**src/rtl/bo_pkg.sv**
```systemverilog
package bo_pkg;
    localparam int BYTE_W = 8;
    typedef logic [BYTE_W-1:0] byte_t;
    typedef enum logic [1:0] {
        ST_IDLE   = 2'd0,
        ST_SEEK   = 2'd1,
        ST_LOCKED = 2'd2
    } bo_state_e;
endpackage

```
**src/rtl/bo_find.sv**
```systemverilog
module bo_find
    import bo_pkg::*;
#(
    parameter int LANES = 4,
    localparam int W   = LANES * BYTE_W,
    localparam int SHW = (LANES > 1) ? $clog2(LANES) : 1
) (
    input  logic [W-1:0]   in_data,
    input  byte_t          order_byte,
    output logic           hit_any,
    output logic [SHW-1:0] hit_lane
);
    logic [LANES-1:0] eq;

    for (genvar i = 0; i < LANES; i++) begin : g_cmp
        assign eq[i] = (in_data[i*BYTE_W +: BYTE_W] == order_byte);
    end

    // lowest matching lane wins: scan downward so the last write is the lowest
    always_comb begin
        hit_lane = '0;
        for (int i = LANES - 1; i >= 0; i--) begin
            if (eq[i]) hit_lane = SHW'(i);
        end
    end

    assign hit_any = |eq;
endmodule

```
**src/rtl/bo_ctl.sv**
```systemverilog
module bo_ctl
    import bo_pkg::*;
(
    input  logic clk,
    input  logic clr,
    input  logic mode_user,
    input  logic ord_en,
    input  logic sync_ok,
    input  logic in_valid,
    input  logic hit_any,
    output logic lock,
    output logic restart,
    output logic done
);
    bo_state_e st;
    logic      en_q;
    logic      rise;
    logic      active;

    assign rise    = mode_user & ord_en & ~en_q;
    assign active  = mode_user ? (st == ST_SEEK) : ((st != ST_LOCKED) & sync_ok);
    assign lock    = active & in_valid & hit_any;
    assign restart = rise & (st != ST_SEEK);
    assign done    = (st == ST_LOCKED);

    always_ff @(posedge clk) begin
        if (clr) begin
            st   <= ST_IDLE;
            en_q <= 1'b0;
        end else begin
            en_q <= ord_en;
            if (lock)
                st <= ST_LOCKED;
            else if (restart)
                st <= ST_SEEK;
        end
    end
endmodule

```
**src/rtl/bo_datapath.sv**
```systemverilog
module bo_datapath
    import bo_pkg::*;
#(
    parameter int LANES = 4,
    localparam int W   = LANES * BYTE_W,
    localparam int SHW = (LANES > 1) ? $clog2(LANES) : 1
) (
    input  logic           clk,
    input  logic           clr,
    input  logic           in_valid,
    input  logic [W-1:0]   in_data,
    input  logic           lock,
    input  logic [SHW-1:0] lock_lane,
    input  logic           restart,
    input  byte_t          order_byte,
    input  byte_t          pad_byte,
    output logic           out_valid,
    output logic [W-1:0]   out_data
);
    logic [SHW-1:0] shift;
    logic [W-1:0]   hold;
    logic [2*W-1:0] ext;
    logic [W-1:0]   cand [LANES];
    logic [W-1:0]   pad_word;

    assign ext = {hold, in_data};

    // one candidate per shift amount: held low bytes on top, current upper lanes below
    for (genvar s = 0; s < LANES; s++) begin : g_cand
        assign cand[s] = ext[s*BYTE_W +: W];
    end

    always_comb begin
        for (int j = 0; j < LANES; j++) begin
            if (j == 0)
                pad_word[j*BYTE_W +: BYTE_W] = order_byte;
            else if (j <= int'(lock_lane))
                pad_word[j*BYTE_W +: BYTE_W] = pad_byte;
            else
                pad_word[j*BYTE_W +: BYTE_W] = in_data[j*BYTE_W +: BYTE_W];
        end
    end

    always_ff @(posedge clk) begin
        if (clr) begin
            shift     <= '0;
            hold      <= '0;
            out_data  <= '0;
            out_valid <= 1'b0;
        end else begin
            out_valid <= in_valid;
            if (in_valid) begin
                hold     <= in_data;
                out_data <= lock ? pad_word : cand[shift];
            end
            if (lock)
                shift <= lock_lane;
            else if (restart)
                shift <= '0;
        end
    end
endmodule

```
**src/rtl/bo_order_align.sv**
```systemverilog
module bo_order_align
    import bo_pkg::*;
#(
    parameter int LANES = 4,
    localparam int W   = LANES * BYTE_W,
    localparam int SHW = (LANES > 1) ? $clog2(LANES) : 1
) (
    input  logic         clk,
    input  logic         rst,
    input  logic         pwr_dn,
    input  logic         mode_user,
    input  logic         ord_en,
    input  logic         sync_ok,
    input  logic [7:0]   order_byte,
    input  logic [7:0]   pad_byte,
    input  logic         in_valid,
    input  logic [W-1:0] in_data,
    output logic         out_valid,
    output logic [W-1:0] out_data,
    output logic         order_done
);
    logic           clr;
    logic           hit_any;
    logic [SHW-1:0] hit_lane;
    logic           lock;
    logic           restart;

    assign clr = rst | pwr_dn;

    bo_find #(.LANES(LANES)) u_find (
        .in_data    (in_data),
        .order_byte (order_byte),
        .hit_any    (hit_any),
        .hit_lane   (hit_lane)
    );

    bo_ctl u_ctl (
        .clk       (clk),
        .clr       (clr),
        .mode_user (mode_user),
        .ord_en    (ord_en),
        .sync_ok   (sync_ok),
        .in_valid  (in_valid),
        .hit_any   (hit_any),
        .lock      (lock),
        .restart   (restart),
        .done      (order_done)
    );

    bo_datapath #(.LANES(LANES)) u_dp (
        .clk        (clk),
        .clr        (clr),
        .in_valid   (in_valid),
        .in_data    (in_data),
        .lock       (lock),
        .lock_lane  (hit_lane),
        .restart    (restart),
        .order_byte (order_byte),
        .pad_byte   (pad_byte),
        .out_valid  (out_valid),
        .out_data   (out_data)
    );
endmodule

```
**config.mk**
```make
export PLATFORM = sky130hd
export DESIGN_NAME = bo_order_align
export DESIGN_NICKNAME = d
export VERILOG_FILES = /design/src/rtl/bo_pkg.sv /design/src/rtl/bo_find.sv /design/src/rtl/bo_ctl.sv /design/src/rtl/bo_datapath.sv /design/src/rtl/bo_order_align.sv
export SDC_FILE = /design/constraint.sdc
export NUM_CORES = 1
export LEC_CHECK = 0
export BUFFER_PORTS_ARGS = -buffer_cell sky130_fd_sc_hd__buf_4
export CAP_MARGIN = 10
export CELL_PAD_IN_SITES_DETAIL_PLACEMENT = 1
export CELL_PAD_IN_SITES_GLOBAL_PLACEMENT = 2
export CORE_UTILIZATION = 35
export CTS_BUF_LIST = sky130_fd_sc_hd__clkbuf_4 sky130_fd_sc_hd__clkbuf_8
export CTS_CLUSTER_DIAMETER = 150
export DETAILED_ROUTE_END_ITERATION = 10
export PLACE_DENSITY = 0.86
export REMOVE_ABC_BUFFERS = 1
export SETUP_SLACK_MARGIN = 0.05
export SLEW_MARGIN = 20
export SYNTH_ARGS = -nofsm -noshare
export SYNTH_HDL_FRONTEND = slang
export SYNTH_HIERARCHICAL = 1
export SYNTH_SLANG_ARGS = --single-unit
```
**constraint.sdc**
```tcl
create_clock -name clk -period 3.4 [get_ports clk]
set_input_delay 0.68 -clock clk [delete_from_list [all_inputs] [get_ports clk]]
set_output_delay 0.68 -clock clk [all_outputs]
set_load 0.005 [all_outputs]
```
==> results.ini, run 1 <==
[status]
status = finished clean

[clock_tree]
cts-hold-fix-buffers = 0
cts_tree = done
post_cts_buffers = 0
ctsResizeCount = 0
clock-sinks = 62
clock_latency_ns = 0.35
root_buffer = clkbuf_8
ctsHtreeMaxLevel = 3
clk_pin_slew_worst_paths_ns = 0.07
cts_max_path_buffers = 2
cts_buffers = 9

[synthesis]
synthArstFlopShare = 0
synth.avg_cell_area_um2 = 9.72
synth_flop_cell = dfxtp_1
ys_types = 46
ys_warn_count = 6
syn_inst = 421
synth.cell_area_um2 = 4090
yosysSeqAreaShare = 0.303
synth_edf_count = 0
ys_seq_elements = 62

[flow_run]
cap_violations = 0

[final_layout]
final_cell_mix = buf_4 (101), mux2i_1 (69), dfxtp_1 (61), nor2_1 (37), a22o_1 (23)
syn_to_final_growth_pct = 22.7
final_common_cell = buf_4
antennaDiodeCount = 0
fillers = 1308
utilization = 0.440
drive_gt1_frac = 0.300
final_nets = 554
final_cells = 646
ff_latch_area_um2 = 1240
stdcell_area_um2 = 5020
multi_input_area_um2 = 2560

[floorplan]
die_y_um = 110
die_width_um = 110
rows = 39
start_util = 0.359
io_pins = 89
core_um2 = 11400
die-area_um2 = 12100

[pwr]
power_frac_seq = 0.456
leakage_nw = 1.97
p_clk_frac = 0.370
swShare = 0.278
irDropWorstVdd_v = 0.000152
power_switching_mw = 0.468
power.density_nw_per_um2 = 335
p_int_mw = 1.21
p_comb_frac = 0.173

[sta]
finalHoldWorstSlack_ns = 0.490
max_freq_ghz = 0.320
slew_violations = 0
fin_worst_skew_ns = 0.0106
tightest_slew_ns = 1.12
post-route-period-util = 0.919
maxSlewHeadroom = 0.256
finalSetupViolations = 0
rsz0062_at_grt = false
period_minus_slack_ns = 3.13
hold_viol = 0

[route]
routedWlPerCell_um = 20.1
first_iter_violations = 184
drcViolationCount = 0
totalWireLength_um = 13000
first_pass_iters = 4
viasPerCell = 5.63
via_count = 3637
ant_nets = 0

[place]
dpl_cell_area_um2 = 4840
port_buffers = 88
globalplace.congestion = 0.810
dp_hpwl_um = 9170
dpl.cell_count = 631

[setup_path]
slowest_delay_ns = 0.86
cp.arrival_ns = 3.37
path_buf_inv = 2
worstPathMaxFanout = 19
crit_chain = buf_4 > xor2_1 > nor4_4 > nand2_1 > nand4b_1 > nand4_1 > nand2_1 > nor2_2 > buf_4 > a221oi_2 > a22o_1
crit_start = order_byte[7]
r2r-end = u_dp/out_data[3]
cp-start-kind = input pin
cp_data_required_time_ns = 3.64
endpoint = u_dp/out_data[3]
cp_top_family = simple AND/OR/NAND/NOR gates
cp_slowest_cell = nor2_2
r2r_start = u_ctl/st[1]
worstSetupEndpointType = register
reg2reg_depth = 7
r2r_slack_ns = 1.03
path_class = input pin to register
cp.depth = 11

[global_route]
grt_max_degree = 46
grt_usage = 0.223
grt_pass1_vias = 3696
overflow = 0
antenna_found_initial = 0
grt_first_pass_wirelength_um = 20200

[worst_hold_path]
worstHoldStart = u_dp/out_data[28]
hold_path_class = register to register

[flip-flops by register name (all words and copies together) (netlist names)]
register,cells
u_dp/out_valid,1
u_dp/out_data,32
u_ctl/st,2
u_ctl/en_q,1
u_dp/hold,24
u_dp/shift,2
[layout make-up]
type                       instances  area share
sequential                        62       0.247
clock buffer                      14      0.0346
clock inverter                     1    0.000997
multi-input combinational        304       0.510
timing repair buffer             103       0.157
tap                              143      0.0356
inverter                          19      0.0142
[cell usage after synthesis (all sizes together), types with 2 or more instances]
cell type | n | area share
nor2b | 4 | 0.010
xor2 | 16 | 0.034
o21ai | 16 | 0.020
nand2b | 10 | 0.015
o311ai | 8 | 0.017
a21oi | 12 | 0.015
or2 | 2 | 0.0031
buf | 23 | 0.046
inv | 19 | 0.017
a21boi | 8 | 0.015
a311oi | 8 | 0.017
xnor2 | 16 | 0.034
mux2 | 3 | 0.0083
mux4 | 8 | 0.045
a22o | 23 | 0.049
nand2 | 12 | 0.011
dfxtp | 62 | 0.30
and3 | 9 | 0.014
nand4 | 5 | 0.0076
a221oi | 17 | 0.056
clkbuf | 13 | 0.012
mux2i | 69 | 0.17
nor2 | 38 | 0.035
nor4 | 4 | 0.014
a22oi | 7 | 0.013
[power groups by stage]
stage / combinational, mW / sequential (mW) / clock (mW)
2_1_floorplan: 0.132 / 0.780 / 0
3_3_place_gp: 0.286 / 0.783 / 0
6_report: 0.291 / 0.768 / 0.623
3_5_place_dp: 0.291 / 0.784 / 0
4_1_cts: 0.293 / 0.768 / 0.641
5_1_grt: 0.316 / 0.770 / 0.675
[cells by family (layout without fill, tap and decap cells)]
| family | count (synthesis) | in the layout | share of synthesized area |
|---|---|---|---|
| compound gates | 104 | 104 | 0.213 |
| xor+xnor | 32 | 32 | 0.0685 |
| buf+inv | 55 | 137 | 0.0749 |
| flops | 62 | 62 | 0.303 |
| mux | 80 | 80 | 0.222 |
| simple gates | 88 | 88 | 0.119 |
[worst min-delay path by stage]
stage	endpoint	depth (start not counted)
6_report	u_dp/out_data[28]	2
5_1_grt	u_dp/out_data[0]	1
4_1_cts	u_dp/out_data[27]	2
3_5_place_dp	u_dp/out_data[0]	1
3_3_place_gp	u_dp/hold[23]	2
2_1_floorplan	u_dp/hold[23]	2
[layer usage]
layer	part of all wire	GRT usage	vias up	routed length [µm]
met1	0.46	0.297	1802	5940
met3	0.050	0.0400	11	656
met2	0.48	0.362	102	6260
met5	0	0	-	0
li1	-	-	1722	-
met4	0.011	0.0818	0	144
[worst register-to-register path, delay by kind of cell, from the launching register on]
family	cells	cell delay, ns
compound gates	3	0.50
buf+inv	1	0.33
flops	1	0.39
simple gates	3	1.05
[stage by stage]
step | power (mW) | setup WS, ns | setup TNS, ns
floorplan | 0.912 | -0.204 | -0.243
global placement | 1.07 | 0.0138 | 0
detailed placement | 1.08 | -0.116 | -0.228
CTS | 1.70 | 0.213 | 0
global route | 1.76 | 0.180 | 0
finish | 1.68 | 0.274 | 0
(Power assumes the default switching activity.)
==> run 2, diff against run 1 <==
Settings changed: BUFFER_PORTS_ARGS -buffer_cell sky130_fd_sc_hd__buf_4 to unset, CORE_UTILIZATION 35 to 41, DONT_BUFFER_PORTS set to 1.
==> run 2 against run 1 <==
Compared with the run above:
- critical path depth is 1 lower
- die area down 14%
- fmax up 15%
- final area down 13%
- utilization increased by 0.81 points
- clock power rose by 15%
- register-to-register slack gained 0.28 ns
- sequential share of layout area increased by 3.8 points
- global-route usage rose by 2.1 points
- highest routed layer unchanged
==> results.ini, run 2 (synthesis gave the netlist of run 1 again) <==
[status]
status = finished clean

[floorplan]
rows = 36
start_util = 0.421
core_um2 = 9730
die_y_um = 102
io_pins = 89
die-area_um2 = 10400
die_width_um = 102

[final_layout]
reg.largest.list = u_dp/out_data: 32 flops, u_dp/hold: 24 flops
largest_reg_flops = 32
top_register = u_dp/out_data
antennaDiodeCount = 0
syn_to_final_growth_pct = 6.45
final_cell_mix = mux2i_1 (69), dfxtp_1 (61), nor2_1 (37), a22o_1 (23), inv_1 (19)
final_nets = 464
fillers = 1162
final_common_cell = mux2i_1
final_cells = 547
drive_gt1_frac = 0.150

[sta]
tightest_slew_ns = 0.764
max_freq_ghz = 0.369
post-route-period-util = 0.797
rsz0062_at_grt = false
hold_viol = 0
finalSetupViolations = 0
slew_violations = 0
period_minus_slack_ns = 2.71
maxSlewHeadroom = 0.489
fin_worst_skew_ns = 0.0113
fin_ws_ns = 0.689

[route]
totalWireLength_um = 12500
via_count = 3293
routedWlPerCell_um = 22.9
drcViolationCount = 0
first_pass_iters = 4
ant_nets = 0
first_iter_violations = 110
viasPerCell = 6.02

[setup_path]
cp-start-kind = input pin
cp_data_required_time_ns = 3.70
worstPathMaxFanout = 18
path_class = input pin to register
worstSetupEndpointType = register
cp.arrival_ns = 3.01
r2r_slack_ns = 1.31

[clock_tree]
cts_max_path_buffers = 2
ctsHtreeMaxLevel = 3
root_buffer = clkbuf_8
cts_buffers = 9
ctsResizeCount = 0
clock-sinks = 62
post_cts_buffers = 0
clock_latency_ns = 0.35
cts-hold-fix-buffers = 0
cts_tree = done
clk_pin_slew_worst_paths_ns = 0.07

[place]
dpl.cell_count = 531
port_buffers = 0
post-place-ws_ns = 0.358
dp_hpwl_um = 8740
globalplace.congestion = 0.826

[worst_hold_path]
hold_path_class = input pin to register

[pwr]
irDropWorstVdd_v = 0.000167
p_int_mw = 1.25
power.density_nw_per_um2 = 381
p_clk_frac = 0.433
power_frac_seq = 0.464
power_switching_mw = 0.410
swShare = 0.247
p_comb_frac = 0.103
leakage_nw = 1.54

[global_route]
grt_pass1_vias = 3363
grt_first_pass_wirelength_um = 19000
antenna_found_initial = 0
grt_usage = 0.245
grt_max_degree = 47
overflow = 0

[flow_run]
cap_violations = 0

==> run 2: metrics by stage <==
| step | setup TNS (ns) | util | area [µm²] | hold WS [ns] | power [mW] |
|---|---|---|---|---|---|
| 3_3_place_gp | 0 | 0.425 | 4140 | 0.467 | 0.952 |
| 5_1_grt | 0 | 0.448 | 4360 | 0.420 | 1.73 |
| 2_1_floorplan | -0.243 | - | 3860 | 0.452 | 0.912 |
| 3_5_place_dp | 0 | 0.425 | 4140 | 0.486 | 0.956 |
| 6_report | 0 | 0.448 | 4360 | 0.445 | 1.66 |
| 4_1_cts | 0 | 0.448 | 4360 | 0.422 | 1.68 |
==> run 2: final cells by class <==
type                            instances  area, µm²  area share
Timing Repair Buffer                   13       97.6      0.0224
Sequential cell                        62       1240       0.285
Tap cell                              133        166      0.0382
Clock inverter                          3       40.0     0.00919
Multi-Input combinational cell        304       2560       0.588
Clock buffer                           13        179      0.0411
Inverter                               19       71.3      0.0164
==> run 2: path summary, 6_finish.rpt <==
| path | start | end | depth (start not counted) |
|---|---|---|---|
| min reg2reg | u_dp/hold[21] | u_dp/hold[21] | 2 |
| max | in_data[13] | u_dp/out_data[9] | 10 |
| min | in_valid | u_dp/out_data[24] | 1 |
| max reg2reg | u_dp/shift[0] | u_dp/out_data[0] | 4 |
==> run 2: power by group through the flow <==
stage,registers [mW],clock network (mW),logic [mW]
after floorplan,0.780,0,0.132
after global placement,0.786,0,0.166
after detailed placement,0.787,0,0.169
after CTS,0.770,0.737,0.171
after global routing,0.773,0.768,0.185
final,0.771,0.719,0.171
==> run 2: worst max-delay path: stages <==
cell	delay [ns]
xor2_1	0.17
nor4_2	0.49
nand2_1	0.17
nand4b_1	0.19
nand4_1	0.18
nand2_1	0.23
nor2_2	0.14
buf_4	0.27
a221oi_1	0.31
a22o_1	0.17
==> run 2: layer usage <==
| metal | part of all wire | vias up | global-route usage |
|---|---|---|---|
| li1 | - | 1537 | - |
| met1 | 0.43 | 1644 | 0.310 |
| met2 | 0.47 | 103 | 0.392 |
| met3 | 0.088 | 9 | 0.0834 |
| met4 | 0.012 | 0 | 0.0780 |
| met5 | 0 | - | 0 |
==> run 3, diff against run 2 <==
Settings changed: CORE_UTILIZATION 41 to 37, PLACE_DENSITY 0.86 to 0.82.
Clock period 3.4 ns to 2.24 ns, I/O delays scaled along.
==> run 3 against run 2 <==
Compared with the run above:
- flip-flop and latch count stayed put
- clock-buffer cell count is 1 higher
- combinational power is 65% higher
- via count is 2.2% higher
- clock power is 30% higher
- final area is 6.7% higher
- critical endpoint is now u_dp/out_data[23]
- largest cell class unchanged
- largest power group unchanged
==> results.ini, run 3 (synthesis gave the netlist of run 1 again) <==
[status]
status = finished clean

[floorplan]
die-area_um2 = 11500
die_y_um = 107
core_um2 = 10800
io_pins = 89
start_util = 0.379
die_width_um = 107
rows = 38

[sta]
fin_ws_ns = 0.0629
fin_worst_skew_ns = 0.00610
finalSetupViolations = 0
fin_setup_tns_ns = 0
period_minus_slack_ns = 2.18
post-route-period-util = 0.972
tightest_slew_ns = 0.543
max_freq_ghz = 0.459
rsz0062_at_grt = true
maxSlewHeadroom = 0.638
hold_viol = 0
slew_violations = 0
finalHoldWorstSlack_ns = 0.214

[pwr]
p_int_mw = 1.78
p_clk_frac = 0.392
power_frac_seq = 0.490
swShare = 0.256
irDropWorstVdd_v = 0.000221
leakage_nw = 1.68
p_comb_frac = 0.118
power_switching_mw = 0.611
power.density_nw_per_um2 = 514
p_total_mw = 2.39

[clock_tree]
root_buffer = clkbuf_8
cts-hold-fix-buffers = 0
clk_pin_slew_worst_paths_ns = 0.07
clock-sinks = 62
clock_latency_ns = 0.36
cts_tree = done
ctsHtreeMaxLevel = 3
cts_max_path_buffers = 2
cts_buffers = 9

[global_route]
grt_use_met3 = 0.0669
overflow = 0
grt_util_met1 = 0.278
grt_first_pass_wirelength_um = 19500
grt_usage = 0.225
met2_usage = 0.369
grt_max_degree = 47
grt_pass1_vias = 3500
antenna_found_initial = 0
grt.busiest_layer = met2

[setup_path]
cp-start-kind = input pin
worstSetupEndpointType = register
worstPathMaxFanout = 5
path_class = input pin to register
cp_data_required_time_ns = 2.46
cp.arrival_ns = 2.40

[final_layout]
final_cells = 578
final_common_cell = mux2i_1
syn_to_final_growth_pct = 13.5
stdcell_area_um2 = 4650
top_register = u_dp/out_data
final_nets = 489
largest_reg_flops = 32
final_cell_mix = mux2i_1 (69), dfxtp_1 (61), nor2_1 (35), buf_4 (29), a22o_1 (23)
drive_gt1_frac = 0.212
utilization = 0.431
reg.largest.list = u_dp/out_data: 32 flops, u_dp/hold: 24 flops
antennaDiodeCount = 0

[place]
dpl_cell_area_um2 = 4340
globalplace.congestion = 0.803
dp_hpwl_um = 8770
post-place-ws_ns = -0.390
dpl.cell_count = 558
port_buffers = 0

[route]
routedWlPerCell_um = 21.7
totalWireLength_um = 12500
first_pass_iters = 4
ant_nets = 0
via_count = 3365
first_iter_violations = 96
viasPerCell = 5.82
drcViolationCount = 0

[flow_run]
cap_violations = 0

[worst_hold_path]
hold_path_class = input pin to register

-- run 3: changes by cell type in the layout (fill, tap and decap cells not counted), sizes merged --
cell | before | now
buf | 13 | 37
bufinv | 1 | 0
nor2b | 4 | 5
clkbuf | 13 | 14
clkinv | 2 | 1
-- run 3: final timing paths --
check	start	end	slack, ns	depth (start not counted)
hold reg to reg	u_dp/hold[17]	u_dp/hold[17]	0.50	2
hold / removal	in_valid	u_dp/out_data[29]	0.21	1
setup / recovery	in_data[24]	u_dp/out_data[23]	0.06	8
setup reg to reg	u_dp/shift[1]	u_dp/out_data[25]	0.44	4
-- run 3: per-layer routing --
| metal | up-vias | part of all wire | routed length [µm] |
|---|---|---|---|
| met5 | - | 0 | 0 |
| li1 | 1584 | - | - |
| met3 | 12 | 0.070 | 872 |
| met4 | 0 | 0.013 | 167 |
| met1 | 1693 | 0.44 | 5460 |
| met2 | 76 | 0.48 | 6030 |
-- run 3: layout make-up --
type	instances	area, µm²
Clock buffer	14	174
Clock inverter	1	5.00
Fill cell	1208	6140
Inverter	19	71.3
Multi-Input combinational cell	305	2640
Sequential cell	62	1240
Tap cell	140	175
Timing Repair Buffer	37	338
-- run 3: power groups by stage --
stage,clock network (mW),registers (mW),logic (mW)
6_report,0.936,1.17,0.282
5_1_grt,1.01,1.17,0.307
4_1_cts,0.960,1.17,0.269
3_5_place_dp,0,1.19,0.265
3_3_place_gp,0,1.19,0.260
2_1_floorplan,0,1.18,0.201
-- run 3: worst max-delay path, cell delays in order --
cell and delay (ns):
xor2_4 0.17, nor4_4 0.33, nand2_1 0.14, buf_6 0.14
a221oi_4 0.35, mux2_4 0.34, a222oi_1 0.36, a211oi_1 0.13
-- run 3: timing repair --
action                                  in CTS  in global routing
setup buffers                                0                  4
gates cloned                                 1                  0
pin swaps                                    0                 15
hold endpoints to repair                     0                  0
endpoints found under the setup margin      13                 32
gates resized for setup                      1                 16
